<file path="src/rtl/pscan_pkg.sv">
`timescale 1ns/1ps
package pscan_pkg;

  typedef enum logic [2:0] {
    ST_IDLE,
    ST_FLUSH,
    ST_LOAD,
    ST_CAPT,
    ST_UNLOAD,
    ST_DONE
  } seq_state_t;

  localparam int unsigned FLUSH_EXTRA = 4;
  localparam int unsigned SCAN_MUL    = 157;
  localparam int unsigned SCAN_ADD    = 53;
  localparam int unsigned PI_MUL      = 41;
  localparam int unsigned PI_ADD      = 7;

  function automatic int unsigned test_len(int unsigned n_chain, int unsigned n_vec);
    return (n_vec + 2) * n_chain + n_vec + FLUSH_EXTRA;
  endfunction

endpackage

</file>
<file path="src/rtl/pscan_vec_rom.sv">
`timescale 1ns/1ps
module pscan_vec_rom
  import pscan_pkg::*;
#(
  parameter int unsigned NVEC = 5,
  parameter int unsigned NSFF = 8,
  parameter int unsigned NPI  = 4,
  parameter int unsigned IW   = 3
) (
  input  logic [IW-1:0]   idx,
  output logic [NSFF-1:0] scan_word,
  output logic [NPI-1:0]  pi_word
);

  logic [NSFF-1:0] scan_mem [NVEC];
  logic [NPI-1:0]  pi_mem   [NVEC];

  // Constant table, one entry per vector, computed from the index
  for (genvar g = 0; g < NVEC; g++) begin : g_entry
    assign scan_mem[g] = NSFF'(g * SCAN_MUL + SCAN_ADD);
    assign pi_mem[g]   = NPI'(g * PI_MUL + PI_ADD);
  end

  always_comb begin
    scan_word = '0;
    pi_word   = '0;
    if (int'(idx) < NVEC) begin
      scan_word = scan_mem[idx];
      pi_word   = pi_mem[idx];
    end
  end

endmodule

</file>
<file path="src/rtl/pscan_cut.sv">
`timescale 1ns/1ps
module pscan_cut #(
  parameter int unsigned NSFF = 8,
  parameter int unsigned NNS  = 4,
  parameter int unsigned NPI  = 4
) (
  input  logic           clk,
  input  logic           rst,
  input  logic           scan_en,
  input  logic           func_en,
  input  logic           tsel,
  input  logic           sin,
  input  logic [NPI-1:0] pi,
  output logic           scan_out,
  output logic [NNS-1:0] hold_q
);

  logic [NSFF-1:0] sc_q, sc_func, sc_shift;
  logic [NNS-1:0]  ns_q, ns_func;

  // Functional next state of the chain flops
  for (genvar i = 0; i < NSFF; i++) begin : g_sc_next
    assign sc_func[i] = sc_q[(i + 1) % NSFF] ^ pi[i % NPI] ^ ns_q[i % NNS];
  end

  // Functional next state of the non-scanned flops
  for (genvar j = 0; j < NNS; j++) begin : g_ns_next
    assign ns_func[j] = ns_q[j] ^ pi[j % NPI] ^ sc_q[j % NSFF];
  end

  if (NSFF > 1) begin : g_long
    assign sc_shift = {sc_q[NSFF-2:0], sin};
  end else begin : g_single
    assign sc_shift = sin;
  end

  // Chain flops: mux between serial and functional input, scan clock enable
  always_ff @(posedge clk) begin
    if (rst)          sc_q <= '0;
    else if (scan_en) sc_q <= tsel ? sc_shift : sc_func;
  end

  // Non-scanned flops: functional clock enable only
  always_ff @(posedge clk) begin
    if (rst)          ns_q <= '0;
    else if (func_en) ns_q <= ns_func;
  end

  assign scan_out = sc_q[NSFF-1];
  assign hold_q   = ns_q;


  ns_hold_chk: assert property (@(posedge clk) disable iff (rst)
    !func_en |=> $stable(ns_q));


  shift_entry_chk: assert property (@(posedge clk) disable iff (rst)
    (scan_en && tsel) |=> sc_q[0] == $past(sin));

endmodule

</file>
<file path="src/rtl/pscan_seq.sv">
`timescale 1ns/1ps
module pscan_seq
  import pscan_pkg::*;
#(
  parameter int unsigned NSFF = 8,
  parameter int unsigned NVEC = 5,
  parameter int unsigned CW   = 7,
  parameter int unsigned SW   = 4,
  parameter int unsigned IW   = 3
) (
  input  logic            clk,
  input  logic            rst,
  input  logic            start,
  input  logic [NSFF-1:0] vec_scan,
  output logic [IW-1:0]   vec_idx,
  output logic            scan_en,
  output logic            func_en,
  output logic            tsel,
  output logic            chain_bit,
  output logic            done,
  output logic            busy,
  output logic [CW-1:0]   cycle_cnt
);

  localparam logic [SW-1:0] FLUSH_LAST = SW'(NSFF + FLUSH_EXTRA - 1);
  localparam logic [SW-1:0] SHIFT_LAST = SW'(NSFF - 1);
  localparam logic [IW-1:0] VEC_LAST   = IW'(NVEC - 1);
  localparam logic [CW-1:0] TOTAL      = CW'(test_len(NSFF, NVEC));

  seq_state_t      state_q;
  logic [SW-1:0]   step_q;
  logic [IW-1:0]   vec_q;
  logic [CW-1:0]   cyc_q;
  logic [NSFF-1:0] load_view;

  always_ff @(posedge clk) begin
    if (rst) begin
      state_q <= ST_IDLE;
      step_q  <= '0;
      vec_q   <= '0;
      cyc_q   <= '0;
    end else begin
      if (busy) cyc_q <= cyc_q + 1'b1;
      case (state_q)
        ST_IDLE, ST_DONE: begin
          if (start) begin
            state_q <= ST_FLUSH;
            step_q  <= '0;
            vec_q   <= '0;
            cyc_q   <= '0;
          end
        end
        ST_FLUSH: begin
          if (step_q == FLUSH_LAST) begin
            state_q <= ST_LOAD;
            step_q  <= '0;
          end else begin
            step_q <= step_q + 1'b1;
          end
        end
        ST_LOAD: begin
          if (step_q == SHIFT_LAST) begin
            state_q <= ST_CAPT;
            step_q  <= '0;
          end else begin
            step_q <= step_q + 1'b1;
          end
        end
        ST_CAPT: begin
          if (vec_q == VEC_LAST) begin
            state_q <= ST_UNLOAD;
          end else begin
            vec_q   <= vec_q + 1'b1;
            state_q <= ST_LOAD;
          end
        end
        ST_UNLOAD: begin
          if (step_q == SHIFT_LAST) state_q <= ST_DONE;
          else                      step_q  <= step_q + 1'b1;
        end
        default: state_q <= ST_IDLE;
      endcase
    end
  end

  // Top bit of this view is the scan word bit due at the current load step
  assign load_view = vec_scan << step_q;

  always_comb begin
    case (state_q)
      ST_FLUSH: chain_bit = step_q[1];
      ST_LOAD:  chain_bit = load_view[NSFF-1];
      default:  chain_bit = 1'b0;
    endcase
  end

  assign busy      = (state_q == ST_FLUSH) || (state_q == ST_LOAD) ||
                     (state_q == ST_CAPT)  || (state_q == ST_UNLOAD);
  assign scan_en   = busy;
  assign func_en   = (state_q == ST_CAPT);
  assign tsel      = busy && (state_q != ST_CAPT);
  assign done      = (state_q == ST_DONE);
  assign vec_idx   = vec_q;
  assign cycle_cnt = cyc_q;


  flush_scan_only_chk: assert property (@(posedge clk) disable iff (rst)
    (state_q == ST_FLUSH) |-> (scan_en && !func_en && tsel));


  capt_both_clk_chk: assert property (@(posedge clk) disable iff (rst)
    func_en |-> (scan_en && !tsel));


  len_formula_chk: assert property (@(posedge clk) disable iff (rst)
    $rose(done) |-> (cycle_cnt == TOTAL));


  count_step_chk: assert property (@(posedge clk) disable iff (rst)
    busy |=> (cycle_cnt == $past(cycle_cnt) + 1'b1));


  capt_once_chk: assert property (@(posedge clk) disable iff (rst)
    func_en |=> !func_en);

endmodule

</file>
<file path="src/rtl/pscan_test_top.sv">
`timescale 1ns/1ps
module pscan_test_top
  import pscan_pkg::*;
#(
  parameter int unsigned NSFF = 8,
  parameter int unsigned NNS  = 4,
  parameter int unsigned NPI  = 4,
  parameter int unsigned NVEC = 5,
  localparam int unsigned CW  = $clog2(test_len(NSFF, NVEC) + 1)
) (
  input  logic           clk,
  input  logic           rst,
  input  logic           start,
  output logic           done,
  output logic           busy,
  output logic           scan_clk_en,
  output logic           func_clk_en,
  output logic           test_sel,
  output logic           chain_in,
  output logic           scan_out,
  output logic [NPI-1:0] pi_drive,
  output logic [NNS-1:0] hold_q,
  output logic [CW-1:0]  cycle_cnt
);

  localparam int unsigned SW = $clog2(NSFF + FLUSH_EXTRA);
  localparam int unsigned IW = (NVEC > 1) ? $clog2(NVEC) : 1;

  logic [IW-1:0]   vec_idx;
  logic [NSFF-1:0] vec_scan;
  logic [NPI-1:0]  vec_pi;

  pscan_seq #(
    .NSFF(NSFF), .NVEC(NVEC), .CW(CW), .SW(SW), .IW(IW)
  ) seq_i (
    .clk       (clk),
    .rst       (rst),
    .start     (start),
    .vec_scan  (vec_scan),
    .vec_idx   (vec_idx),
    .scan_en   (scan_clk_en),
    .func_en   (func_clk_en),
    .tsel      (test_sel),
    .chain_bit (chain_in),
    .done      (done),
    .busy      (busy),
    .cycle_cnt (cycle_cnt)
  );

  pscan_vec_rom #(
    .NVEC(NVEC), .NSFF(NSFF), .NPI(NPI), .IW(IW)
  ) rom_i (
    .idx       (vec_idx),
    .scan_word (vec_scan),
    .pi_word   (vec_pi)
  );

  assign pi_drive = func_clk_en ? vec_pi : '0;

  pscan_cut #(
    .NSFF(NSFF), .NNS(NNS), .NPI(NPI)
  ) cut_i (
    .clk      (clk),
    .rst      (rst),
    .scan_en  (scan_clk_en),
    .func_en  (func_clk_en),
    .tsel     (test_sel),
    .sin      (chain_in),
    .pi       (pi_drive),
    .scan_out (scan_out),
    .hold_q   (hold_q)
  );


  rst_quiet_chk: assert property (@(posedge clk)
    $past(rst) |-> (!busy && !done && cycle_cnt == '0 && hold_q == '0));

endmodule

</file>
<file path="config.mk">
export PLATFORM = sky130hd
export DESIGN_NAME = pscan_test_top
export DESIGN_NICKNAME = d
export VERILOG_FILES = /design/src/rtl/pscan_pkg.sv /design/src/rtl/pscan_vec_rom.sv /design/src/rtl/pscan_cut.sv /design/src/rtl/pscan_seq.sv /design/src/rtl/pscan_test_top.sv
export SDC_FILE = /design/constraint.sdc
export NUM_CORES = 1
export LEC_CHECK = 0
export ABC_CLOCK_PERIOD_IN_PS = 4960
export CAP_MARGIN = 20
export CORE_UTILIZATION = 45
export DETAILED_ROUTE_END_ITERATION = 12
export PLACE_DENSITY = 0.67
export REMOVE_ABC_BUFFERS = 1
export SYNTH_ARGS = -nofsm -noshare
export SYNTH_HDL_FRONTEND = slang
export SYNTH_SLANG_ARGS = --single-unit
export TNS_END_PERCENT = 100
</file>
<file path="constraint.sdc">
create_clock -name clk -period 4.96 [get_ports clk]
set_clock_uncertainty 0.15 [all_clocks]
set_input_delay 0.496 -clock clk [delete_from_list [all_inputs] [get_ports clk]]
set_output_delay 0.496 -clock clk [all_outputs]
set_load 0.005 [all_outputs]
</file>
==> results.sh, run 1 <==
export IMPL_fin_crit_ns=3.44
export IMPL_drv_cap=0
export IMPL_routed_via_count=1828
export IMPL_start_util_pct=48.6
export IMPL_first_pass_iters=4
export IMPL_pre_cts_ws_ns=1.83
export IMPL_drive_above_1_share_pct=5.97
export IMPL_grt_pass1_vias=1575
export IMPL_portBuffers=24
export IMPL_cts_buffers=5
export IMPL_whs_ns=0.356
export IMPL_final_setup_worst_slack_ns=1.52
export IMPL_critPathKind="reg2out"
export IMPL_grt_usage_pct=21.7
export IMPL_post_dp_hpwl_mm=3.25
export IMPL_hold_violations=0
export IMPL_status="finished clean"
export IMPL_drt_iter0_drc=179
export IMPL_drc=0
export IMPL_synth_edff_count=0
export IMPL_drv_slew=0
export IMPL_area_growth_pct=14.7
export IMPL_post_cts_setup_buffers=0
export IMPL_coreArea_um2=4140
export IMPL_synth_ff_type="dfxtp_1"
export IMPL_cp_end_kind="output port"
export IMPL_critPathLaunchType="register"
export IMPL_r2r_slack_ns=2.24
export IMPL_die_h_um=68.9
export IMPL_tritoncts="yes"
export IMPL_grt_overflow=0
export IMPL_cp_max_fo=25
export IMPL_cp_arrival_ns=2.79
export IMPL_worst_slew_pin_slew_ns=0.923
export IMPL_p_per_area_nw_per_um2=221
export IMPL_final_common_cell="nor2_1"
export IMPL_crit_start="seq_i.state_q[0]"
export IMPL_rows=23
export IMPL_setup_violations=0
export IMPL_async_reset_ff_share_pct=0
export IMPL_ys_warn_count=0
export IMPL_grt_max_degree=30
export IMPL_cp_required_ns=4.31
export IMPL_grt_pass1_wl_mm=7.69
export IMPL_synth_top_area_share_pct=28.8
export IMPL_wl_per_cell_um=14.5
export IMPL_p_leak_nw=0.818
export IMPL_grt_setup_unrepaired="false"
export IMPL_postRouteAntennaNets=0
export IMPL_hold_path_class="reg2reg"
export IMPL_cts_repair_resized=0
export IMPL_cts_max_level=2
export IMPL_ys_ff_latch=29
export IMPL_place_congestion=0.819
export IMPL_die_area_um2=4750
export IMPL_r2r_end="cut_i.sc_q[5]"
export IMPL_max_slew_margin_pct=38.0
export IMPL_cts_sinks=29
export IMPL_syn_area_um2=2010
export IMPL_wirelength_mm=4.62
export IMPL_root_buffer="clkbuf_8"
export IMPL_antenna_found_initial=0
export IMPL_vias_per_cell=5.75
export IMPL_clk_pin_slew_ns=0.06
export IMPL_cts_hold_buffers=0
export IMPL_synth_area_leaders="dfxtp_1 (29%), xnor2_1 (6.1%), nor2_1 (6.0%)"
export IMPL_yosysSeqAreaShare_pct=28.8
export IMPL_final_area_um2=2310
export IMPL_antennaDiodeCount=0
export IMPL_clk_latency_ns=0.27
export IMPL_placed_area_um2=2220
export IMPL_fmax_mhz=291
export IMPL_die_x_um=68.9
export IMPL_critPathCapture="test_sel"
export IMPL_fillers=436
export IMPL_synth_cells=256
export IMPL_reg2reg_depth=5
export IMPL_final_cell_mix="nor2_1 (32), dfxtp_1 (29), clkdlybuf4s50_1 (24), nand2_1 (14), xnor2_1 (14)"
export IMPL_rr_startpoint="seq_i.state_q[0]"
export IMPL_layout_nets=277
export IMPL_syn_avg_cell_area_um2=7.86
export IMPL_yosys_area_top_type="dfxtp_1"
export IMPL_irDropWorstVdd_mv=0.198
export IMPL_synth_cell_type_count=53
export IMPL_io_pins=25
export IMPL_clockBufferDepth=2
export IMPL_setup_tns_ns=0
export IMPL_period_share_pct=69.4
-- stage by stage --
stage          utilization, %  power, mW  std cells
2_1_floorplan               -      0.296        236
3_3_place_gp             53.7      0.321        311
3_5_place_dp             53.7      0.321        311
4_1_cts                  55.7      0.515        318
5_1_grt                  55.7      0.533        318
6_report                 55.7      0.510        318
-- logic make-up (layout without fill, tap and decap cells) --
family                     Yosys count  count (layout)  synth area share [%]
AOI/OAI and AO/OA                   58              58                  19.1
xor gates and xnor gates            23              23                  10.4
adders and majority gates            6               6                  3.73
buffers and inverters               27              39                  6.28
DFF                                 29              29                  28.8
muxes                                3               3                  1.49
and+or+nand+nor                    110             110                  30.1
-- report_power, final --
part           total [mW]  internal, mW  switching [mW]
clock network       0.193         0.110          0.0832
registers           0.257         0.241          0.0165
logic              0.0597        0.0301          0.0296
-- registers in the layout (all words and copies together) (netlist names) --
register,cells
cut_i.hold_q,4
cut_i.sc_q,8
seq_i.cycle_cnt,7
seq_i.state_q,3
seq_i.step_q,4
seq_i.vec_idx,3
-- layer usage --
metal | track usage [%] | share of wire (%)
met1 | 30.7 | 48
met2 | 32.9 | 45
met3 | 4.44 | 5.8
met4 | 5.87 | 0.95
met5 | 0 | 0
-- worst min path at each step --
stage / start / end / slack, ns / cells after the start
after floorplan: cut_i.sc_q[5] / cut_i.sc_q[6] / 0.33 / 2
after global placement: seq_i.cycle_cnt[6] / seq_i.cycle_cnt[6] / 0.34 / 2
after detailed placement: seq_i.cycle_cnt[6] / seq_i.cycle_cnt[6] / 0.35 / 2
after CTS: seq_i.cycle_cnt[6] / seq_i.cycle_cnt[6] / 0.36 / 2
after global routing: cut_i.sc_q[5] / cut_i.sc_q[6] / 0.38 / 2
final: seq_i.cycle_cnt[6] / seq_i.cycle_cnt[6] / 0.36 / 2
-- synth_stat cells (4+ instances only) --
| cell | number |
|---|---|
| nor2_1 | 32 |
| dfxtp_1 | 29 |
| nand2_1 | 14 |
| xnor2_1 | 14 |
| a21oi_1 | 13 |
| o21ai_0 | 12 |
| clkbuf_1 | 9 |
| nor2b_1 | 9 |
| xor2_1 | 8 |
| and3_1 | 7 |
| buf_2 | 7 |
| inv_1 | 7 |
| ha_1 | 6 |
| nand2b_1 | 6 |
| nand3_1 | 6 |
| nand3b_1 | 6 |
| or3_1 | 6 |
| nor3_1 | 5 |
| a31oi_1 | 4 |
| o31ai_1 | 4 |
-- critical path: stages (launching register included) --
cell and delay, ns:
dfxtp_1 0.85, nor2_1 0.18, xnor2_1 0.77, and2_1 0.23, clkdlybuf4s50_1 0.49
-- layout make-up --
class / count / area, um2 / area share [%]
inverter: 7 / 26.3 / 1.14
multi-input combinational: 200 / 1310 / 56.6
tap: 50 / 62.6 / 2.71
timing repair buffer: 25 / 248 / 10.7
sequential: 29 / 581 / 25.1
clock buffer: 7 / 86.3 / 3.74
Power figures use the tool's default switching activity.
==> run 2: changes to the inputs <==
Settings changed: ABC_CLOCK_PERIOD_IN_PS 4960 to 3300.
Clock period 4.96 ns to 3.3 ns, I/O delays scaled along.
==> run 2 against run 1 <==
Die area did not move. Worst setup slack got worse by 1.2 ns. First-iteration DRC count fell by 42%. Cell count rose by 1.6%. Non-clock buffer count rose by 4. Hold slack improved by 0.0081 ns.
==> results.sh, run 2 (synthesis results as in run 1) <==
export IMPL_drv_slew=0
export IMPL_pwr_share_seq_pct=44.0
export IMPL_cp_cell_sequence="inv_1 > ha_1 > nand2b_1 > a21oi_1 > a311oi_1 > o31ai_1 > clkdlybuf4s50_1"
export IMPL_wirelength_mm=4.73
export IMPL_status="finished clean"
export IMPL_final_common_cell="nor2_1"
export IMPL_combPwrFrac_pct=11.6
export IMPL_p_sw_share_pct=24.1
export IMPL_final_util_pct=57.2
export IMPL_setup_tns_ns=0
export IMPL_path_depth=7
export IMPL_layout_nets=281
export IMPL_placed_area_um2=2250
export IMPL_cts_max_level=2
export IMPL_die_h_um=68.9
export IMPL_cp_max_fo=9
export IMPL_area_growth_pct=17.7
export IMPL_worst_slew_pin_slew_ns=0.974
export IMPL_grt_overflow=0
export IMPL_final_cell_mix="nor2_1 (32), dfxtp_1 (29), clkdlybuf4s50_1 (24), nand2_1 (14), xnor2_1 (14)"
export IMPL_cts_sinks=29
export IMPL_clockBufferDepth=2
export IMPL_cp_end_kind="output port"
export IMPL_period_share_pct=90.7
export IMPL_drc=0
export IMPL_hold_path_class="reg2reg"
export IMPL_rows=23
export IMPL_critPathLaunchType="register"
export IMPL_antennaDiodeCount=0
export IMPL_pre_cts_ws_ns=0.630
export IMPL_final_setup_worst_slack_ns=0.307
export IMPL_antenna_found_initial=0
export IMPL_post_cts_setup_buffers=0
export IMPL_largest_reg_flops=8
export IMPL_die_area_um2=4750
export IMPL_die_x_um=68.9
export IMPL_reg2reg_depth=5
export IMPL_drive_above_1_share_pct=7.69
export IMPL_grt_pass1_wl_mm=7.82
export IMPL_p_per_area_nw_per_um2=364
export IMPL_largest_register="cut_i.sc_q"
export IMPL_whs_ns=0.364
export IMPL_power_clock_fraction_pct=44.5
export IMPL_netSwitchingPower_mw=0.208
export IMPL_internal_power_mw=0.655
export IMPL_root_buffer="clkbuf_8"
export IMPL_postRouteAntennaNets=0
export IMPL_hold_violations=0
export IMPL_slowest_stage="clkdlybuf4s50_1"
export IMPL_wl_per_cell_um=14.6
export IMPL_first_pass_iters=4
export IMPL_setup_violations=0
export IMPL_fin_crit_ns=2.99
export IMPL_r2r_slack_ns=0.92
export IMPL_fillers=396
export IMPL_p_leak_nw=0.853
export IMPL_grt_setup_unrepaired="false"
export IMPL_cts_buffers=5
export IMPL_coreArea_um2=4140
export IMPL_critPathTopFamily="buffers and inverters"
export IMPL_cp_arrival_ns=2.51
export IMPL_irDropWorstVdd_mv=0.247
export IMPL_drt_iter0_drc=104
export IMPL_post_dp_hpwl_mm=3.41
export IMPL_grt_pass1_vias=1659
export IMPL_critPathKind="reg2out"
export IMPL_cts_repair_resized=0
export IMPL_portBuffers=24
export IMPL_whs_path_depth=2
export IMPL_cp_buffers_inverters=2
export IMPL_io_pins=25
export IMPL_start_util_pct=48.6
export IMPL_tritoncts="yes"
export IMPL_grt_usage_pct=22.7
export IMPL_vias_per_cell=5.87
export IMPL_max_stage_delay_ns=0.57
export IMPL_final_area_um2=2370
export IMPL_cts_hold_buffers=0
export IMPL_cp_required_ns=2.82
export IMPL_drv_cap=0
export IMPL_routed_via_count=1897
export IMPL_clk_pin_slew_ns=0.07
export IMPL_max_slew_margin_pct=34.6
export IMPL_grt_max_degree=25
export IMPL_fmax_mhz=334
export IMPL_place_congestion=0.774
export IMPL_clk_latency_ns=0.28
[run 2: cell types whose count changed in the layout (fill, tap and decap cells not counted)]
cell,previous run,this run
buf_4,1,5
bufinv_16,0,1
[run 2: metrics by stage]
step           power, mW  cells
6_report           0.863    323
5_1_grt            0.904    323
4_1_cts            0.873    323
3_5_place_dp       0.486    315
3_3_place_gp       0.487    315
2_1_floorplan      0.445    236
[run 2: worst paths after layout]
check                    from            end
max          seq_i.vec_idx[1]       chain_in
min             cut_i.sc_q[5]  cut_i.sc_q[6]
max reg2reg  seq_i.state_q[1]  cut_i.sc_q[0]
min reg2reg     cut_i.sc_q[5]  cut_i.sc_q[6]
[run 2: power by group through the flow]
stage	Combinational, mW	Sequential, mW	Clock [mW]
2_1_floorplan	0.0585	0.387	0
3_3_place_gp	0.0998	0.387	0
5_1_grt	0.111	0.382	0.411
4_1_cts	0.100	0.379	0.394
3_5_place_dp	0.0992	0.387	0
6_report	0.0998	0.379	0.384
[run 2: area by class of cell]
| type | instances | area, um2 | share of cell area [%] |
|---|---|---|---|
| inverter | 7 | 26.3 | 1.11 |
| sequential | 29 | 581 | 24.5 |
| timing repair buffer | 29 | 278 | 11.7 |
| tap | 50 | 62.6 | 2.64 |
| clock inverter | 1 | 30.0 | 1.27 |
| clock buffer | 7 | 86.3 | 3.64 |
| multi-input combinational | 200 | 1310 | 55.1 |
[run 2: routing by layer]
metal | part of all wire (%) | GRT usage [%]
met2 | 46 | 33.5
met5 | 0 | 0
met4 | 2.1 | 9.95
met1 | 47 | 30.7
met3 | 5.1 | 5.92
[run 2: worst register-to-register path: stages, from the launching register on]
cell	delay, ns
dfxtp_1	0.53
nor2_1	0.14
xnor2_1	0.78
buf_4	0.33
nand3_1	0.10
o221a_1	0.23
